## src/rtl/burst_addr_gen.sv

```systemverilog
module burst_addr_gen #(
  parameter int ADDR_W = 15
) (
  input  logic              clk,
  input  logic              rst,
  input  logic              load_cpu_n,
  input  logic              load_ctl_n,
  input  logic              adv_n,
  input  logic              mode_lin,
  input  logic [ADDR_W-1:0] base_addr,
  output logic [ADDR_W-1:0] addr_out,
  output logic              last_beat
);
  localparam int LOW_W = 2;
  localparam int UP_W  = ADDR_W - LOW_W;

  logic [UP_W-1:0]  up_q;
  logic [LOW_W-1:0] start_q;
  logic [LOW_W-1:0] beat_q;
  logic [LOW_W-1:0] low;
  logic             load;
  logic             step;

  assign load = !load_cpu_n || !load_ctl_n;
  assign step = !load && !adv_n;

  always_ff @(posedge clk) begin
    if (rst) begin
      up_q    <= '0;
      start_q <= '0;
      beat_q  <= '0;
    end else if (load) begin
      up_q    <= base_addr[ADDR_W-1:LOW_W];
      start_q <= base_addr[LOW_W-1:0];
      beat_q  <= '0;
    end else if (step) begin
      beat_q  <= beat_q + 1'b1;
    end
  end

  assign low       = mode_lin ? (start_q + beat_q) : (start_q ^ beat_q);
  assign addr_out  = {up_q, low};
  assign last_beat = (beat_q == 2'd3);

  assert_reset_R1: assert property (@(posedge clk)
    rst |=> (addr_out == '0 && !last_beat));

  assert_load_R2: assert property (@(posedge clk) disable iff (rst)
    load |=> (addr_out == $past(base_addr) && !last_beat));

  assert_load_prio_R3: assert property (@(posedge clk) disable iff (rst)
    (load && !adv_n) |=> (addr_out[LOW_W-1:0] == $past(base_addr[LOW_W-1:0])));

  assert_linear_step_R4: assert property (@(posedge clk) disable iff (rst)
    (step && mode_lin) |=> (addr_out[LOW_W-1:0] == $past(addr_out[LOW_W-1:0]) + 2'd1));

  assert_interleave_step_R5: assert property (@(posedge clk) disable iff (rst)
    (step && !mode_lin) |=> (addr_out[0] != $past(addr_out[0])));

  assert_suspend_R6: assert property (@(posedge clk) disable iff (rst)
    (!load && adv_n) |=> ($stable(addr_out) && $stable(last_beat)));

  assert_upper_R7: assert property (@(posedge clk) disable iff (rst)
    step |=> (addr_out[ADDR_W-1:LOW_W] == $past(addr_out[ADDR_W-1:LOW_W])));

  assert_wrap_R8: assert property (@(posedge clk) disable iff (rst)
    (step && last_beat) |=> (addr_out[LOW_W-1:0] == start_q && !last_beat));

  assert_last_R9: assert property (@(posedge clk) disable iff (rst)
    (step && !last_beat && $past(step) && $past(last_beat)) |=> !last_beat);

  assert_reload_R10: assert property (@(posedge clk) disable iff (rst)
    (!load_ctl_n && !load_cpu_n == 1'b0 && last_beat) |=> (addr_out == $past(base_addr) && !last_beat));
endmodule

```

## config.mk

```make
export PLATFORM = sky130hd
export DESIGN_NAME = burst_addr_gen
export DESIGN_NICKNAME = d
export VERILOG_FILES = /design/src/rtl/burst_addr_gen.sv
export SDC_FILE = /design/constraint.sdc
export NUM_CORES = 1
export LEC_CHECK = 0
export ABC_AREA = 1
export ABC_CLOCK_PERIOD_IN_PS = 900
export BUFFER_PORTS_ARGS = -buffer_cell sky130_fd_sc_hd__buf_2
export CAP_MARGIN = 5
export CELL_PAD_IN_SITES_DETAIL_PLACEMENT = 2
export CELL_PAD_IN_SITES_GLOBAL_PLACEMENT = 2
export CORE_MARGIN = 2
export CORE_UTILIZATION = 20
export DETAILED_ROUTE_END_ITERATION = 8
export PLACE_DENSITY_LB_ADDON = 0.1
export REMOVE_ABC_BUFFERS = 1
export SLEW_MARGIN = 20
export SYNTH_ARGS = -nofsm -noshare
export SYNTH_HDL_FRONTEND = slang
export SYNTH_SLANG_ARGS = --single-unit
```

## constraint.sdc

```tcl
create_clock -name clk -period 0.9 [get_ports clk]
set_input_delay 0 -clock clk [delete_from_list [all_inputs] [get_ports clk]]
set_output_delay 0 -clock clk [all_outputs]
set_load 0.02 [all_outputs]
```

==> summary.txt <==
Placed design
  – Port bufs: 36
  – GPL Wtd Cong: 0.6405
  – Pre-CTS setup slack: -55.45 ps
  – DP HPWL: 1.572 mm

Clock network
  – Total clock sinks: 17
  – Clock slew at reported path FFs: 90 ps
  – CTS tree: built
  – Clk buf depth: 2
  – Clock buffer count from CTS: 3
  – Htree depth: 1
  – Clock Latency Late Sink: 290 ps
  – Root Buffer: clkbuf_4

Route
  – Vias per cell: 4.198
  – Pre-antenna DRT Iters: 3
  – Routed Wire Length: 2.336 mm
  – Vias: 806
  – ANT nets after route: 0
  – DRT iter0 DRCs: 16
  – Post-DR wirelength/cell: 12.17 um
  – DRC viols: 0

GRT
  – Largest net degree at the start of global routing: 17
  – Initial antenna violation count: 0
  – Global-route wire length before repair: 3.967 mm
  – GRT Overall Usage: 12.52%
  – GR Overflow Total: 0
  – Vias in the first global route: 907

STA
  – RSZ-0062 raised after global routing: yes
  – Tmin final: 1148 ps
  – Max Freq: 871.0 MHz
  – Hold WS: 165.9 ps
  – Final WS setup: -248.1 ps
  – Pins Over Slew Limit: 0
  – Worst-margin pin slew: 209.6 ps
  – Final hold violations: 0
  – Final setup fails: 5
  – Relative slew margins: 86.01%
  – Period utilization: 127.6%
  – Clock Skew: 0.02437 ps

Logic synthesis
  – Post-synth top area share: 49.01%
  – Mapped cell area: 694.4 um^2
  – Ys flop type: dfxtp_1
  – Post-synth ARST share: 0%
  – Largest family of logic cells by synthesized area: simple AND/OR/NAND/NOR gates
  – Count leader, synth: nor2_1
  – Simple-gate portion of the synthesized area: 25.41%
  – Number of synthesized flops with an enable pin: 0
  – Yosys cell types: 15
  – Leading post-synthesis cells by cell area: dfxtp_1 49%, nor2_1 16%, o21ai_0 7.9%
  – Synth Register Bits: 17
  – Avg Inst Size Synth: 7.891 um^2
  – Post-synthesis adder-cell area fraction: 3.604%
  – Proportion of synthesized area in mux cells: 0%
  – Area leader, netlist: dfxtp_1
  – Number of synthesis warnings: 0
  – Sequential area share after synthesis: 49.01%
  – Post-Synth XOR/XNOR Area: 1.261%
  – Area fraction in compound gates after synthesis: 11.53%
  – Mapped Cells: 88
  – Commonest cells in the netlist: 30 x nor2_1, 17 x dfxtp_1, 11 x o21ai_0

Setup path
  – Slowest stage delay, CP: 370 ps
  – Crit path DAT: 1150 ps
  – Worst setup SP type: register
  – Critical Path Fanout Max: 2
  – Crit-path cells: ha_4 -> nand2_4 -> inv_2 -> nand3_2 -> nand2_1 -> inv_1 -> buf_6
  – CP Class: reg -> out
  – CP max stage cell: dfxtp_2
  – CP Capture Type: primary output
  – Required time of the critical path: 900 ps

Status
  – Outcome: complete, but fails checks
  – Failing checks: setup timing

Flow run
  – Max-cap violations: 0

Power and ir drop
  – VDD IR-drop max: 0.5248 mV
  – Pwr dens: 1369 nW/um^2
  – Pleak: 0.5830 nW

Finish
  – Area delta synth->final: 70.99%
  – Ant. Diodes: 0
  – Fraction of layout instances using a drive strength above 1: 39.04%
  – Final Net Count: 170

Die
  – Die height: 62.93 um
  – Die width: 62.93 um
  – Starting Density: 20.81%
  – Die ar.: 3960 um^2
  – IO Count: 37
  – CORE AREA: 3337 um^2
  – Row cnt: 21

Hold path
  – HP Class: in -> reg
==> critical path, delay by kind of cell (launching register included) <==
kind	cells	cell delay (ps)
adder cells (fa/ha/maj)	1	140
flip-flops	1	370
AND/OR/NAND/NOR	3	150
buffers and inverters	3	200
==> layout make-up <==
| type | instances | area (um^2) |
|---|---|---|
| Multi-Input combinational cell | 62 | 331.6 |
| Fill cell | 420 | 2150 |
| Tap cell | 46 | 57.56 |
| Timing Repair Buffer | 57 | 400.4 |
| Sequential cell | 17 | 344.1 |
| Inverter | 6 | 27.53 |
| Clock buffer | 4 | 26.28 |
==> final timing paths <==
check / from / end / slack, ps / depth (start not counted)
worst max-delay path: beat_q[0] / addr_out[1] / -250 / 7
worst min-delay path: rst / start_q[0] / 170 / 5
worst max register to register: beat_q[0] / beat_q[1] / -160 / 5
worst min register to register: up_q[6] / up_q[6] / 500 / 2
==> metal layers <==
metal | GRT usage (%) | vias up | part of all wire [%]
met2 | 23.40 | 22 | 53
met5 | 0 | - | 0
met3 | 3.784 | 2 | 4.8
met1 | 13.49 | 386 | 42
li1 | - | 396 | -
met4 | 3.333 | 0 | 0.51
==> cells in the final DEF (no fill, tap or decap), drive strengths merged <==
master	count
ha	2
dlygate4sd3	16
o21ai	16
nand3	2
buf	41
dfxtp	17
nand2	9
xor2	1
clkbuf	4
inv	6
nor2	32
==> state kept, by name, summed over array words and instances, names as in the netlist <==
register	cells
up_q	13
beat_q	2
start_q	2
==> kinds of logic (layout without fill, tap and decap cells) <==
group | Yosys count | after routing
AOI/OAI and AO/OA | 16 | 16
xor gates and xnor gates | 1 | 1
buffers and inverters | 9 | 67
and+or+nand+nor | 43 | 43
DFF | 17 | 17
adders and majority gates | 2 | 2
==> power by group <==
| part | internal [mW] | switching [mW] | total [mW] |
|---|---|---|---|
| Sequential | 0.804 | 0.0283 | 0.832 |
| Clock | 0.173 | 0.243 | 0.415 |
| Combinational | 0.178 | 0.200 | 0.378 |
| Total | 1.15 | 0.471 | 1.63 |
==> per-stage QoR <==
stage	cell area, um^2	TNS [ps]	power, mW	cells	utilization (%)
2_1_floorplan	658.1	0	1.009	85	-
3_3_place_gp	918.4	0	1.134	170	27.52
3_5_place_dp	918.4	-97.33	1.148	170	27.52
4_1_cts	1176	-970.0	1.667	192	35.25
5_1_grt	1187	-1116	1.729	192	35.58
6_report	1187	-858.8	1.625	192	35.58
==> repair_timing <==
action	CTS	global route
resized for setup	16	5
hold endpoints to repair	16	0
endpoints found under the setup margin	4	5
gates cloned	0	0
buffers inserted	2	1
pin swaps	2	4
hold buffers	16	0
Power figures use the tool's default switching activity.
